[src/rtl/ppf_pkg.sv]
package ppf_pkg;
  typedef struct packed {
    logic push;
    logic pop;
  } ppf_req_t;

  typedef struct packed {
    logic empty;
    logic full;
  } ppf_stat_t;

  localparam int unsigned NUM_BANKS = 2;
endpackage

[src/rtl/ppf_bank.sv]
module ppf_bank #(
  parameter int unsigned DEPTH = 8,
  parameter int unsigned DW    = 8
) (
  input  logic                clk_i,
  input  logic                rst_ni,
  input  ppf_pkg::ppf_req_t   req_i,
  input  logic [DW-1:0]       wdata_i,
  output logic [DW-1:0]       rdata_o,
  output ppf_pkg::ppf_stat_t  stat_o
);
  localparam int unsigned AW = (DEPTH > 1) ? $clog2(DEPTH) : 1;
  localparam int unsigned CW = AW + 1;
  localparam logic [AW-1:0] LAST = AW'(DEPTH - 1);
  localparam logic [CW-1:0] FULL_CNT = CW'(DEPTH);

  logic [DW-1:0] mem_q [DEPTH];
  logic [AW-1:0] wptr_q, rptr_q;
  logic [CW-1:0] cnt_q;
  logic          do_push, do_pop;

  assign stat_o.empty = (cnt_q == '0);
  assign stat_o.full  = (cnt_q == FULL_CNT);
  assign do_push = req_i.push && !stat_o.full;
  assign do_pop  = req_i.pop && !stat_o.empty;
  assign rdata_o = mem_q[rptr_q];

  always_ff @(posedge clk_i) begin
    if (do_push) mem_q[wptr_q] <= wdata_i;
  end

  always_ff @(posedge clk_i or negedge rst_ni) begin
    if (!rst_ni) begin
      wptr_q <= '0;
      rptr_q <= '0;
      cnt_q  <= '0;
    end else begin
      if (do_push) wptr_q <= (wptr_q == LAST) ? '0 : wptr_q + 1'b1;
      if (do_pop)  rptr_q <= (rptr_q == LAST) ? '0 : rptr_q + 1'b1;
      case ({do_push, do_pop})
        2'b10:   cnt_q <= cnt_q + 1'b1;
        2'b01:   cnt_q <= cnt_q - 1'b1;
        default: cnt_q <= cnt_q;
      endcase
    end
  end
endmodule

[src/rtl/ppf_router.sv]
module ppf_router #(
  parameter int unsigned DW = 8
) (
  input  logic                sel_i,
  input  ppf_pkg::ppf_req_t   cpu_req_i,
  input  logic [DW-1:0]       cpu_wdata_i,
  input  ppf_pkg::ppf_req_t   bus_req_i,
  input  logic [DW-1:0]       bus_wdata_i,
  output ppf_pkg::ppf_req_t   bank_req_o   [ppf_pkg::NUM_BANKS],
  output logic [DW-1:0]       bank_wdata_o [ppf_pkg::NUM_BANKS],
  input  logic [DW-1:0]       bank_rdata_i [ppf_pkg::NUM_BANKS],
  input  ppf_pkg::ppf_stat_t  bank_stat_i  [ppf_pkg::NUM_BANKS],
  output logic [DW-1:0]       cpu_rdata_o,
  output logic [DW-1:0]       bus_rdata_o,
  output ppf_pkg::ppf_stat_t  cpu_stat_o,
  output ppf_pkg::ppf_stat_t  bus_stat_o
);
  for (genvar b = 0; b < ppf_pkg::NUM_BANKS; b++) begin : g_route
    localparam logic IDX = 1'(b);
    assign bank_req_o[b]   = (sel_i == IDX) ? cpu_req_i   : bus_req_i;
    assign bank_wdata_o[b] = (sel_i == IDX) ? cpu_wdata_i : bus_wdata_i;
  end

  assign cpu_rdata_o = bank_rdata_i[sel_i];
  assign bus_rdata_o = bank_rdata_i[~sel_i];
  assign cpu_stat_o  = bank_stat_i[sel_i];
  assign bus_stat_o  = bank_stat_i[~sel_i];
endmodule

[src/rtl/dual_bank_fifo.sv]
module dual_bank_fifo #(
  parameter int unsigned DEPTH = 8,
  parameter int unsigned DW    = 8
) (
  input  logic          clk_i,
  input  logic          rst_ni,
  input  logic          swap_i,
  input  logic          cpu_push_i,
  input  logic [DW-1:0] cpu_wdata_i,
  input  logic          cpu_pop_i,
  output logic [DW-1:0] cpu_rdata_o,
  input  logic          bus_push_i,
  input  logic [DW-1:0] bus_wdata_i,
  input  logic          bus_pop_i,
  output logic [DW-1:0] bus_rdata_o,
  output logic          sel_o,
  output logic          cpu_empty_o,
  output logic          cpu_full_o,
  output logic          alt_empty_o,
  output logic          ovf_o,
  output logic          udf_o
);
  import ppf_pkg::*;

  logic      sel_q, ovf_q, udf_q;
  ppf_req_t  cpu_req, bus_req;
  ppf_req_t  bank_req   [NUM_BANKS];
  logic [DW-1:0] bank_wdata [NUM_BANKS];
  logic [DW-1:0] bank_rdata [NUM_BANKS];
  ppf_stat_t bank_stat  [NUM_BANKS];
  ppf_stat_t cpu_stat, bus_stat;

  assign cpu_req = '{push: cpu_push_i, pop: cpu_pop_i};
  assign bus_req = '{push: bus_push_i, pop: bus_pop_i};

  ppf_router #(.DW(DW)) u_router (
    .sel_i        (sel_q),
    .cpu_req_i    (cpu_req),
    .cpu_wdata_i  (cpu_wdata_i),
    .bus_req_i    (bus_req),
    .bus_wdata_i  (bus_wdata_i),
    .bank_req_o   (bank_req),
    .bank_wdata_o (bank_wdata),
    .bank_rdata_i (bank_rdata),
    .bank_stat_i  (bank_stat),
    .cpu_rdata_o  (cpu_rdata_o),
    .bus_rdata_o  (bus_rdata_o),
    .cpu_stat_o   (cpu_stat),
    .bus_stat_o   (bus_stat)
  );

  for (genvar b = 0; b < NUM_BANKS; b++) begin : g_bank
    ppf_bank #(.DEPTH(DEPTH), .DW(DW)) u_bank (
      .clk_i   (clk_i),
      .rst_ni  (rst_ni),
      .req_i   (bank_req[b]),
      .wdata_i (bank_wdata[b]),
      .rdata_o (bank_rdata[b]),
      .stat_o  (bank_stat[b])
    );
  end

  // select flips after the access of the same cycle has used the old value
  always_ff @(posedge clk_i or negedge rst_ni) begin
    if (!rst_ni) begin
      sel_q <= 1'b0;
      ovf_q <= 1'b0;
      udf_q <= 1'b0;
    end else begin
      if (swap_i) sel_q <= ~sel_q;
      if (cpu_push_i && cpu_stat.full)  ovf_q <= 1'b1;
      if (cpu_pop_i  && cpu_stat.empty) udf_q <= 1'b1;
    end
  end

  assign sel_o       = sel_q;
  assign cpu_empty_o = cpu_stat.empty;
  assign cpu_full_o  = cpu_stat.full;
  assign alt_empty_o = bus_stat.empty;
  assign ovf_o       = ovf_q;
  assign udf_o       = udf_q;
endmodule

[config.mk]
export PLATFORM = sky130hd
export DESIGN_NAME = dual_bank_fifo
export DESIGN_NICKNAME = d
export VERILOG_FILES = /design/src/rtl/ppf_pkg.sv /design/src/rtl/ppf_bank.sv /design/src/rtl/ppf_router.sv /design/src/rtl/dual_bank_fifo.sv
export SDC_FILE = /design/constraint.sdc
export NUM_CORES = 1
export LEC_CHECK = 0
export BUFFER_PORTS_ARGS = -buffer_cell sky130_fd_sc_hd__buf_2
export CAP_MARGIN = 20
export CORE_MARGIN = 4
export CORE_UTILIZATION = 65
export DETAILED_ROUTE_END_ITERATION = 16
export PLACE_DENSITY = 0.82
export RECOVER_POWER = 25
export SLEW_MARGIN = 30
export SYNTH_ARGS = -nofsm -noshare
export SYNTH_HDL_FRONTEND = slang
export SYNTH_SLANG_ARGS = --single-unit
[constraint.sdc]
create_clock -name clk_i -period 5 [get_ports clk_i]
set_input_delay 1 -clock clk_i [delete_from_list [all_inputs] [get_ports clk_i]]
set_output_delay 1 -clock clk_i [all_outputs]
set_load 0.1 [all_outputs]
# Word level (Yosys, flattened, before mapping)
# Memory sizes are Yosys's and may differ from the RTL's.
# Index checks and enable logic that the tools add are counted.
# Widths: inputs -> output; s select.
[totals] elab_cells=74 register_bits=23 mem_bits_rw=128 mem_count=2
[mem_list] memory="g_bank[0].u_bank.mem_q" words=8 word_bits=8 rd=1 rd_clocked_by_memory_dff=0 write_ports=1 line_no="ppf_bank.sv:17" rtl="logic [DW-1:0] mem_q [DEPTH];"
[mem_list] memory="g_bank[1].u_bank.mem_q" words=8 word_bits=8 rd=1 rd_clocked_by_memory_dff=0 write_ports=1 line_no="ppf_bank.sv:17"
[op_classes] bitwise_logic=3 addsub=8 n_eq_ne=10 n_lt_le_gt_ge=2 reduce_logical=14 mux=26
[op_table] op="$mux 8" n=8
[op_table] op="$mux 2" n=8
[op_table] op="$pmux 4 s2" n=2
[op_table] op="$add 3x1->3 const B" n=4
[op_table] op="$eq 3x3->1 const B" n=4
[op_table] op="$mux 3" n=4
[op_table] op="$add 4x1->4 const B" n=2
[op_table] op="$eq 4x4->1 const B" n=2
[op_table] op="$logic_not 4->1" n=2
[op_table] op="$sub 4x1->4 const B" n=2
[op_table] op="$logic_and 1x1->1" n=6
[op_table] op="$eq 2x1->1 const B" n=2
[op_table] op="$eq 2x2->1 const B" n=2
[op_table] op="$ge 2x2->1 const B" n=2
[op_table] op="$logic_not 1->1" n=4
[op_table] op="$mux 1" n=4
[op_table] op="$not 1->2" n=2
[op_table] op="$reduce_bool 2->1" n=2
[op_table] op="$not 1->1" n=1

# Logic depth before layout (Yosys ltp)
# Gate-level depths: netlist (run 1).
[logic_depth] word_depth=5 depth_mapped=11 mapped_depth_nobuf=10

# By module
# Synthesis (run 1) repeated with hierarchy kept, for this count alone.
[unflattened] cells_unflattened=374 area_unflattened_um2=7018.0
[modules_own_cells] mod="ppf_bank (g_bank[0].u_bank)" cells_per_inst=163 instances=1 area_per_inst_um2=3216.8
[modules_own_cells] mod="ppf_bank (g_bank[1].u_bank)" cells_per_inst=161 instances=1 area_per_inst_um2=3206.8
[modules_own_cells] mod="ppf_router" cells_per_inst=44 instances=1 area_per_inst_um2=495.5
[modules_own_cells] mod="dual_bank_fifo" cells_per_inst=6 instances=1 area_per_inst_um2=98.8

# Worst setup path before layout (run 1)
# No wires, ideal clock.
[synth_path] kind="flip-flop to output port" from="register sel_q, in the netlist sel_o" to="output bus_rdata_o[4]" t_arrival_ps=3318 setup_slack_ps=682 t_required_ps=4000 stages_incl_launch_ff=5 path_cell_list="dfrtp_1 buf_2 buf_2 buf_2 mux2i_1"
[synth_between] elab_chain_cells=5
[synth_rtl] item="start, declared" line_no="dual_bank_fifo.sv:25" rtl="logic sel_q, ovf_q, udf_q;"
[synth_rtl] item="start signal, assigned" line_no="dual_bank_fifo.sv:70" rtl="if (swap_i) sel_q <= ~sel_q;"
[synth_rtl] item="$not 1->1"
[synth_rtl] item="$not 1->2" line_no="ppf_router.sv:25" rtl="assign bus_rdata_o = bank_rdata_i[~sel_i];"
[synth_rtl] item="$mux 8 (not written as such) (3 in a row)" line_no="ppf_router.sv:25"
[synth_rtl] item="end, declared" line_no="dual_bank_fifo.sv:15" rtl="output logic [DW-1:0] bus_rdata_o,"
# Every way passes these cells. The select of a mux whose other input is x is not followed.

# Final worst setup path (run 1)
[layout_path] from="register sel_q, in the netlist sel_o" to="output cpu_full_o"
[layout_between] elab_chain_cells=4
[layout_rtl] item="$not 1->2 (not written as such)" line_no="ppf_router.sv:26" rtl="assign cpu_stat_o = bank_stat_i[sel_i];"
[layout_rtl] item="$mux 2 (not written as such) (3 in a row)" line_no="ppf_router.sv:26"
[layout_rtl] item="end, declared" line_no="dual_bank_fifo.sv:18" rtl="output logic cpu_full_o,"
# Every way passes these cells. The select of a mux whose other input is x is not followed.

==> results of run 1 <==
==> layer usage <==
layer,vias up,track usage
met5,-,0
met4,0,0.0953
met3,18,0.0523
met2,129,0.360
met1,1747,0.316
li1,1550,-
==> registers in the layout, summed over array words and instances (netlist names) <==
signal,cells
g_bank.u_bank.rptr_q,6
g_bank.u_bank.cnt_q,8
sel_o,1
ovf_o,1
g_bank.u_bank.wptr_q,6
udf_o,1
g_bank.u_bank.mem_q,128
==> path summary, 6_finish.rpt <==
kind	startpoint	endpoint	slack [ns]
setup / recovery	sel_o	cpu_full_o	1.06
hold / removal	udf_o	udf_o	0.45
setup reg to reg	sel_o	g_bank[0].u_bank.cnt_q[2]	1.42
hold reg to reg	udf_o	udf_o	0.45
max in group asynchronous	rst_ni	g_bank[1].u_bank.rptr_q[0]	3.44
min in group asynchronous	rst_ni	g_bank[0].u_bank.cnt_q[2]	0.73
==> cell families (layout without fill, tap and decap cells) <==
group | count (synthesis) | after routing | synth area share
multiplexers | 98 | 98 | 0.221
buffers and inverters | 21 | 90 | 0.0214
flip-flops | 151 | 151 | 0.662
AND/OR/NAND/NOR | 47 | 47 | 0.0406
AO/OA/AOI/OAI | 15 | 15 | 0.0144
XOR/XNOR | 11 | 11 | 0.0144
adder cells (fa/ha/maj) | 14 | 14 | 0.0262
==> cells in the mapped netlist (all sizes together) <==
master	count	area (µm²)
nand2	7	26.3
nor3	8	40.0
nor4	2	33.8
nor4bb	1	10.0
buf	17	126
a21oi	6	37.5
edfxtp	128	3840
o22ai	1	6.26
dfrtp	23	576
ha	14	175
a21o	2	15.0
clkbuf	1	5.00
xor2	8	70.1
o21ai	4	20.0
nor3b	8	60.1
nand2b	4	25.0
nor2	13	48.8
inv	3	11.3
nand3b	3	22.5
xnor2	3	26.3
a41oi	1	8.76
nand3	1	5.00
mux2	30	338
a211o	1	8.76
mux2i	36	360
mux4	32	781
==> layout make-up <==
| type | instances | area [µm²] |
|---|---|---|
| fill | 531 | 2260 |
| tap | 133 | 166 |
| multi-input combinational | 185 | 2120 |
| inverter | 3 | 11.3 |
| clock buffer | 18 | 418 |
| clock inverter | 14 | 206 |
| timing repair buffer | 55 | 302 |
| sequential | 151 | 4420 |
==> stage by stage <==
stage	setup WS, ns	util	instance area, µm²
after floorplan	0.682	-	6680
after global placement	1.58	0.709	7020
after detailed placement	1.53	0.709	7020
after CTS	0.942	0.772	7650
after global routing	0.768	0.772	7650
final	1.06	0.772	7650
==> worst reg2reg max path: stages, from the launching register on <==
cell	delay, ns
sky130_fd_sc_hd__dfrtp_1	1.59
sky130_fd_sc_hd__mux2i_1	0.27
sky130_fd_sc_hd__a21oi_2	0.37
sky130_fd_sc_hd__inv_1	0.11
sky130_fd_sc_hd__ha_1	0.27
sky130_fd_sc_hd__xor2_1	0.17
sky130_fd_sc_hd__ha_1	0.18
sky130_fd_sc_hd__a21oi_1	0.15
sky130_fd_sc_hd__xor2_1	0.15
sky130_fd_sc_hd__nor2_1	0.06
sky130_fd_sc_hd__xor2_1	0.14
==> cells in the final DEF (no fill, tap or decap), drive strengths merged <==
master,instances
a41oi,1
a211o,1
nand3,1
inv,3
dfrtp,23
clkbuf,19
mux2i,36
mux2,30
nor4bb,1
a21oi,6
clkinv,7
edfxtp,128
xor2,8
nand3b,3
o22ai,1
nand2b,4
nor3,8
nor2,13
mux4,32
o21ai,4
ha,14
xnor2,3
nor4,2
buf,54
a21o,2
nand2,7
clkinvlp,2
nor3b,8
bufinv,5
==> out/qor.tcl, run 1 <==
set qor(maxCapViolations) 1
set qor(first_iter_violations) 237
set qor(detail_route.drc_violations) 0
set qor(initial_utilization) 0.674
set qor(highest-signal-layer) {met4}
set qor(numPortBuffers) 44
set qor(met2_wirelength_um) 6190
set qor(layout_overhead_on_the_synthesized_area_pct) 14.5
set qor(post_route_cells_drive_above_1_share) 0.296
set qor(timing_worst_setup_path_type) {flop to output pin}
set qor(number_of_gates_given_a_new_drive_strength_after_cts) 0
set qor(timing.critical_path.slowest_cell_delay_ns) 1.59
set qor(synthCells) 357
set qor(die-area_um2) 12000
set qor(timing_max_transition_violations_final) 43
set qor(postSynthRegisterBits) 151
set qor(coreArea_um2) 9910
set qor(firstDrtPassIters) 4
set qor(hold_slack_ns) 0.453
set qor(clock_tree_skew_after_final_layout_ns) 0.00535
set qor(grt_setup_unrepaired) {false}
set qor(clkSinkCount) 151
set qor(setup_viol_count_final) 0
set qor(via_count) 3444
set qor(report.final.hold_viol_count) 0
set qor(timing.critical_path.buf_inv) 1
set qor(finalNetCount) 450
set qor(post_route_non_filler_standard_cell_count) 559
set qor(status) {finished, violations left}
set qor(remaining_overflow_grt) 0
set qor(clk_root_buffer_cell) {sky130_fd_sc_hd__clkbuf_8}
set qor(failing_checks) {max-capacitance violations, max-slew violations}
set qor(ys.warnings.count) 0
set qor(crit_chain) {nand3_1 -> o21ai_0 -> buf_2}
set qor(routed_wl_um) 12600
set qor(avg_inst_size_synth_um2) 18.7
set qor(holdPathStages) 1
set qor(grt_util_all_layers) 0.229
set qor(startpoint_type) {flop}
set qor(placedCellCount) 527
set qor(antenna-diode-count) 0
set qor(post_cts.repair.setup_buffers) 0
set qor(finalCritPeriodShare) 0.789
set qor(setup_total_negative_slack_ns) 0
set qor(tritoncts_clock_tree) {built}
set qor(die_h_um) 109
set qor(worstPathRequired_ns) 4.00
set qor(worst_hold_path_type) {flop to flop}
set qor(cpMaxStageDelayCell) {sky130_fd_sc_hd__dfrtp_1}
set qor(synth_area_um2) 6680
set qor(worst_path_dominant_cell_family) {flip-flops}
set qor(synthesis.nets) 394
set qor(grt_pass1_wl_um) 19200
set qor(synth.lib_cells_used.distinct) 34
set qor(part_of_the_yosys_area_used_for_sequential_elements) 0.662
set qor(h-tree-depth) 4
set qor(cts_hold_buffers) 0
set qor(max_freq_mhz) 254
set qor(ant_nets) 0
set qor(insertion_delay_ns) 0.52
set qor(pin_count_of_the_biggest_net_entering_global_routing) 43
set qor(post_detailed_route_wirelength_per_cell_um) 22.5
set qor(max_slew_margin) -0.229
set qor(grt_antenna_before_repair) 0
set qor(crit_end_category) {output pin}
set qor(avgViaCountPerCell) 6.16
set qor(dpl.hpwl_um) 7730
set qor(vias_in_the_first_global_route) 3416
set qor(detailroute.wirelength.met3_um) 853
set qor(critical_path_cell_count) 3
set qor(clkSlewWorstSetupHoldPaths_ns) 0.06
set qor(placementRows) 36
set qor(die_width_um) 109
set qor(worst-r2r-cell-count) 10
set qor(met1_length_um) 5310
set qor(post_route_minimum_period_ns) 3.94
set qor(gp_routability_congestion) 0.754
set qor(cts-buffers-inserted) 17
set qor(io-pin-count) 45
set qor(crit_fanout) 42
set qor(timing_worst_slew_pin_value_ns) 1.84
set qor(max-clock-path-buffers) 2
set qor(worst_ep_arrival_ns) 2.94
Power of run 1 is left out: the tool's default activity adds up to more than one toggle a clock period on the data nets, which glitch-free logic cannot reach.
==> inputs of run 2 (changes only) <==
--- a/config.mk
+++ b/config.mk
@@ -8,9 +8,9 @@
 export BUFFER_PORTS_ARGS = -buffer_cell sky130_fd_sc_hd__buf_2
 export CAP_MARGIN = 20
 export CORE_MARGIN = 4
-export CORE_UTILIZATION = 65
+export CORE_UTILIZATION = 60
 export DETAILED_ROUTE_END_ITERATION = 16
-export PLACE_DENSITY = 0.82
+export PLACE_DENSITY = 0.76
 export RECOVER_POWER = 25
 export SLEW_MARGIN = 30
 export SYNTH_ARGS = -nofsm -noshare
==> constraint.sdc (replaced) <==
create_clock -name clk_i -period 3.8 [get_ports clk_i]
set_input_delay 0.76 -clock clk_i [delete_from_list [all_inputs] [get_ports clk_i]]
set_output_delay 0.76 -clock clk_i [all_outputs]
set_load 0.1 [all_outputs]
==> run 2 against run 1 <==
Effect of this change:
- the flow now finishes without violations
- via count decreased by 1.3%
- cell area increased by 0.33%
- register-to-register slack worse by 0.54 ns
- flip-flop and latch count unchanged
- utilization shrank 6.7 points
- final cell count rose by 1.8%
- critical endpoint is now cpu_rdata_o[2]
==> out/qor.tcl, run 2 (synthesized netlist as in run 1, its figures left out) <==
set qor(initial_utilization) 0.614 ;# -0.0606
set qor(coreArea_um2) 10900 ;# +9.9%
set qor(crit_fanout) 19 ;# -55%
set qor(remaining_overflow_grt) 0 ;# unchanged
set qor(timing.critical_path.buf_inv) 1 ;# unchanged
set qor(worst_ep_arrival_ns) 2.61 ;# -0.33 ns
set qor(detailroute.wirelength.met3_um) 880 ;# +3.2%
set qor(finalCritPeriodShare) 0.887
set qor(worst_path_dominant_cell_family) {multiplexers}
set qor(met1_length_um) 5060 ;# -4.7%
set qor(placementRows) 38 ;# +5.6%
set qor(clkSinkCount) 151 ;# unchanged
set qor(dpl.hpwl_um) 7850 ;# +1.5%
set qor(insertion_delay_ns) 0.52 ;# about the same
set qor(startpoint_type) {flop}
set qor(timing_worst_slew_pin_value_ns) 1.34 ;# -0.505 ns
set qor(die_width_um) 114 ;# +3.8%
set qor(cts-buffers-inserted) 17 ;# unchanged
set qor(h-tree-depth) 4 ;# unchanged
set qor(finalCoreUtilization) 0.705 ;# -0.0671
set qor(grt_antenna_before_repair) 0 ;# unchanged
set qor(post_route_minimum_period_ns) 3.37
set qor(registers.top_by_ff_count) {g_bank.u_bank.mem_q}
set qor(pin_count_of_the_biggest_net_entering_global_routing) 26 ;# -40%
set qor(number_of_gates_given_a_new_drive_strength_after_cts) 0 ;# unchanged
set qor(firstDrtPassIters) 4 ;# unchanged
set qor(tritoncts_clock_tree) {built}
set qor(max_freq_mhz) 297
set qor(timing_max_transition_violations_final) 0 ;# -100%
set qor(post_detailed_route_wirelength_per_cell_um) 20.8 ;# -7.7%
set qor(worstPathRequired_ns) 3.04 ;# -0.96 ns
set qor(clkSlewWorstSetupHoldPaths_ns) 0.06 ;# about the same
set qor(post_cts.repair.setup_buffers) 0 ;# unchanged
set qor(largest_register_ffs) 128 ;# unchanged
set qor(met2_wirelength_um) 5740 ;# -7.2%
set qor(layout_overhead_on_the_synthesized_area_pct) 14.9
set qor(timing.critical_path.slowest_cell_delay_ns) 0.71 ;# -0.88 ns
set qor(routed_wl_um) 11800 ;# -6.0%
set qor(die-area_um2) 12900 ;# +7.7%
set qor(io-pin-count) 45 ;# unchanged
set qor(numPortBuffers) 44 ;# unchanged
set qor(vias_in_the_first_global_route) 3480 ;# +1.9%
set qor(die_h_um) 114 ;# +3.8%
set qor(placedCellCount) 537 ;# +1.9%
set qor(timing_worst_setup_path_type) {flop to output pin}
set qor(avgViaCountPerCell) 5.98 ;# -3.0%
set qor(cpMaxStageDelayCell) {sky130_fd_sc_hd__dfrtp_2}
set qor(final_common_cell) {sky130_fd_sc_hd__edfxtp_1}
set qor(crit_chain) {mux4_1 -> mux2i_1 -> mux2i_1 -> buf_2}
set qor(cts_hold_buffers) 0 ;# unchanged
set qor(detail_route.drc_violations) 0 ;# unchanged
set qor(via_count) 3400 ;# -1.3%
set qor(max-clock-path-buffers) 2 ;# unchanged
set qor(status) {finished, final reports clean}
set qor(grt_util_all_layers) 0.200 ;# -0.0294
set qor(post_route_cells_drive_above_1_share) 0.296 ;# about the same
set qor(grt_pass1_wl_um) 18900 ;# -1.8%
set qor(setup_viol_count_final) 0 ;# unchanged
set qor(highest-signal-layer) {met4}
set qor(grt_setup_unrepaired) {false}
set qor(gp_routability_congestion) 0.816 ;# +8.3%
set qor(post_route_non_filler_standard_cell_count) 569 ;# +1.8%
set qor(mostFrequentLayoutCells) {sky130_fd_sc_hd__edfxtp_1 (128), sky130_fd_sc_hd__buf_2 (43), sky130_fd_sc_hd__mux2i_1 (34)}
set qor(max_slew_margin) 0.108 ;# +0.337
set qor(report.final.hold_viol_count) 0 ;# unchanged
set qor(clk_root_buffer_cell) {sky130_fd_sc_hd__clkbuf_8}
set qor(antenna-diode-count) 0 ;# unchanged
set qor(maxCapViolations) 0 ;# -1
set qor(clock_tree_skew_after_final_layout_ns) 0.00697 ;# +0.00162 ns
set qor(path_common_cell) {sky130_fd_sc_hd__mux2i_1}
set qor(ant_nets) 0 ;# unchanged
set qor(first_iter_violations) 190 ;# -20%
set qor(largestRegisters) {g_bank.u_bank.mem_q x128, g_bank.u_bank.cnt_q x8}
set qor(crit_end_category) {output pin}
set qor(worst_hold_path_type) {input port to flop}
set qor(final.fill_count) 664 ;# +25%
set qor(finalNetCount) 453 ;# +0.67%
run 2: cell count changes in the layout (fill, tap and decap cells not counted), sizes merged:
cell / delta
clkinvlp: +2
clkinv: -2
buf: +3
run 2: worst paths after layout:
path	startpoint	end	slack, ns	depth (start not counted)
hold reg to reg	ovf_o	ovf_o	0.46	1
min in group asynchronous	rst_ni	g_bank[1].u_bank.cnt_q[1]	0.52	1
setup reg to reg	sel_o	g_bank[1].u_bank.cnt_q[2]	0.88	10
max in group asynchronous	rst_ni	g_bank[1].u_bank.rptr_q[0]	2.39	1
setup / recovery	g_bank[1].u_bank.rptr_q[0]	cpu_rdata_o[2]	0.43	4
hold / removal	swap_i	sel_o	0.42	2
run 2: routing by layer:
metal  track usage  vias up
li1              -     1554
met1         0.274     1709
met2         0.316      129
met3        0.0562        8
met4        0.0625        0
met5             0        -
run 2: cell type report:
| class | count | area, µm² | share of cell area |
|---|---|---|---|
| inverter | 3 | 11.3 | 0.00147 |
| sequential | 151 | 4420 | 0.576 |
| tap | 140 | 175 | 0.0228 |
| clock buffer | 18 | 418 | 0.0545 |
| timing repair buffer | 58 | 324 | 0.0422 |
| multi-input combinational | 185 | 2120 | 0.276 |
| clock inverter | 14 | 206 | 0.0269 |
run 2: per-stage QoR:
stage / setup slack, ns / setup TNS (ns) / area, µm² / hold slack [ns]
6_report: 0.429 / 0 / 7670 / 0.417
5_1_grt: 0.257 / 0 / 7670 / 0.396
4_1_cts: 0.0429 / 0 / 7680 / 0.216
3_5_place_dp: 0.616 / 0 / 7060 / 0.439
3_3_place_gp: 0.666 / 0 / 7060 / 0.435
2_1_floorplan: -0.278 / -3.88 / 6690 / 0.464
run 2: worst register-to-register path, cell delays in order, from the launching register on:
cell                      delay [ns]
sky130_fd_sc_hd__dfrtp_1        0.81
sky130_fd_sc_hd__mux2i_1        0.20
sky130_fd_sc_hd__a21oi_1        0.48
sky130_fd_sc_hd__inv_1          0.13
sky130_fd_sc_hd__ha_1           0.29
sky130_fd_sc_hd__xor2_1         0.17
sky130_fd_sc_hd__ha_1           0.19
sky130_fd_sc_hd__a21oi_1        0.16
sky130_fd_sc_hd__xor2_1         0.17
sky130_fd_sc_hd__nor2_1         0.07
sky130_fd_sc_hd__xor2_1         0.14
Power of run 2 is left out for the same reason.
==> inputs of run 3 (changes only) <==
==> constraint.sdc (replaced) <==
create_clock -name clk_i -period 3.69 [get_ports clk_i]
set_input_delay 0.738 -clock clk_i [delete_from_list [all_inputs] [get_ports clk_i]]
set_output_delay 0.738 -clock clk_i [all_outputs]
set_load 0.1 [all_outputs]
==> run 3 against run 2 <==
Effect of this change:
- clock-buffer cell count increased by 1
- cell area decreased by 0.21%
- global-route usage increased by 1.0 points
- critical path depth increased by 1
- critical path type unchanged
- die area is the same
- largest cell class unchanged
- routed wire length rose by 3.3%
- sequential share of layout area increased by 0.11 points
- highest routed layer unchanged
- via count is 0.65% higher
==> out/qor.tcl, run 3 (synthesized netlist as in run 1, its figures left out) <==
set qor(post_route_cells_drive_above_1_share) 0.295 ;# -0.000688
set qor(pin_count_of_the_biggest_net_entering_global_routing) 26 ;# unchanged
set qor(max_slew_margin) 0.0948 ;# -0.0132
set qor(timing_worst_setup_path_type) {flop to output pin}
set qor(crit_fanout) 12 ;# -7
set qor(largestRegisters) {g_bank.u_bank.mem_q x128, g_bank.u_bank.cnt_q x8}
set qor(clkSlewWorstSetupHoldPaths_ns) 0.06 ;# about the same
set qor(grt_util_all_layers) 0.210 ;# +0.0103
set qor(grt_pass1_wl_um) 19900 ;# +5.6%
set qor(post_route_minimum_period_ns) 3.37
set qor(cts-buffers-inserted) 17 ;# unchanged
set qor(timing_worst_slew_pin_value_ns) 1.36 ;# +0.0198 ns
set qor(avgViaCountPerCell) 6.00 ;# +0.47%
set qor(number_of_gates_given_a_new_drive_strength_after_cts) 0 ;# unchanged
set qor(via_count) 3422 ;# +0.65%
set qor(remaining_overflow_grt) 0 ;# unchanged
set qor(worst_hold_path_type) {input port to flop}
set qor(clkSinkCount) 151 ;# unchanged
set qor(max_freq_mhz) 297
set qor(die-area_um2) 12900 ;# unchanged
set qor(io-pin-count) 45 ;# unchanged
set qor(placementRows) 38 ;# unchanged
set qor(layout_overhead_on_the_synthesized_area_pct) 14.6
set qor(die_width_um) 114 ;# unchanged
set qor(finalCritPeriodShare) 0.913
set qor(largest_register_ffs) 128 ;# unchanged
set qor(post_detailed_route_wirelength_per_cell_um) 21.4 ;# +3.1%
set qor(registers.top_by_ff_count) {g_bank.u_bank.mem_q}
set qor(ant_nets) 0 ;# unchanged
set qor(cts_hold_buffers) 0 ;# unchanged
set qor(clk_root_buffer_cell) {sky130_fd_sc_hd__clkbuf_8}
set qor(setup_viol_count_final) 0 ;# unchanged
set qor(coreArea_um2) 10900 ;# unchanged
set qor(post_cts.repair.setup_buffers) 0 ;# unchanged
set qor(first_iter_violations) 211 ;# +11%
set qor(numPortBuffers) 44 ;# unchanged
set qor(maxCapViolations) 0 ;# unchanged
set qor(insertion_delay_ns) 0.51 ;# about the same
set qor(final_common_cell) {sky130_fd_sc_hd__edfxtp_1}
set qor(initial_utilization) 0.614 ;# unchanged
set qor(dpl.hpwl_um) 7890 ;# +0.50%
set qor(gp_routability_congestion) 0.794 ;# -2.7%
set qor(h-tree-depth) 4 ;# unchanged
set qor(worst_ep_arrival_ns) 2.63 ;# +0.02 ns
set qor(grt_setup_unrepaired) {false}
set qor(grt_antenna_before_repair) 0 ;# unchanged
set qor(report.final.hold_viol_count) 0 ;# unchanged
set qor(crit_end_category) {output pin}
set qor(firstDrtPassIters) 4 ;# unchanged
set qor(mostFrequentLayoutCells) {sky130_fd_sc_hd__edfxtp_1 (128), sky130_fd_sc_hd__buf_2 (43), sky130_fd_sc_hd__mux2i_1 (34)}
set qor(die_h_um) 114 ;# unchanged
set qor(tritoncts_clock_tree) {built}
set qor(hold_slack_ns) 0.404 ;# -0.0132 ns
set qor(worstPathRequired_ns) 2.95 ;# -0.09 ns
set qor(routed_wl_um) 12200 ;# +3.3%
set qor(antenna-diode-count) 0 ;# unchanged
set qor(status) {finished, final reports clean}
set qor(finalNetCount) 454 ;# +0.22%
set qor(max-clock-path-buffers) 2 ;# unchanged
set qor(vias_in_the_first_global_route) 3531 ;# +1.5%
set qor(timing_max_transition_violations_final) 0 ;# unchanged
set qor(startpoint_type) {flop}
set qor(detail_route.drc_violations) 0 ;# unchanged
set qor(clock_tree_skew_after_final_layout_ns) 0.00933 ;# +0.00236 ns
[run 3: routing by layer]
metal | part of all wire | up-vias | routed length, µm | global-route usage
met5 | 0 | - | 0 | 0
met4 | 0.0074 | 0 | 90 | 0.0625
met3 | 0.070 | 7 | 854 | 0.0483
met2 | 0.49 | 119 | 5960 | 0.329
met1 | 0.43 | 1731 | 5300 | 0.301
li1 | - | 1565 | - | -
[run 3: worst max-delay path: stages (launching register included)]
cell	delay, ns
sky130_fd_sc_hd__dfrtp_1	0.53
sky130_fd_sc_hd__buf_4	0.31
sky130_fd_sc_hd__mux4_1	0.57
sky130_fd_sc_hd__mux2i_1	0.28
sky130_fd_sc_hd__mux2i_1	0.12
sky130_fd_sc_hd__buf_2	0.31
[run 3: path summary, 6_finish.rpt]
kind / cells past startpoint / to / start / slack [ns]
max: 5 / cpu_rdata_o[3] / g_bank[1].u_bank.rptr_q[0] / 0.32
min: 2 / sel_o / swap_i / 0.40
max reg2reg: 10 / g_bank[1].u_bank.cnt_q[2] / sel_o / 0.75
min reg2reg: 1 / ovf_o / ovf_o / 0.45
max in group asynchronous: 1 / g_bank[1].u_bank.rptr_q[2] / rst_ni / 2.37
min in group asynchronous: 1 / g_bank[1].u_bank.cnt_q[3] / rst_ni / 0.52
[run 3: area by class of cell]
class / count / area, µm²
clock inverter: 13 / 178
inverter: 3 / 11.3
tap: 140 / 175
timing repair buffer: 59 / 332
fill: 683 / 3230
multi-input combinational: 185 / 2120
clock buffer: 19 / 422
sequential: 151 / 4420
[run 3: per-stage QoR]
stage | cells | instance area [µm²] | util | worst slack [ns] | setup TNS, ns
after floorplan | 357 | 6690 | - | -0.366 | -5.11
after global placement | 538 | 7070 | 0.649 | 0.852 | 0
after detailed placement | 538 | 7070 | 0.649 | 0.808 | 0
after CTS | 570 | 7660 | 0.704 | 0.250 | 0
after global routing | 570 | 7660 | 0.703 | 0.119 | 0
final | 570 | 7660 | 0.703 | 0.321 | 0
Power of run 3 is left out for the same reason.
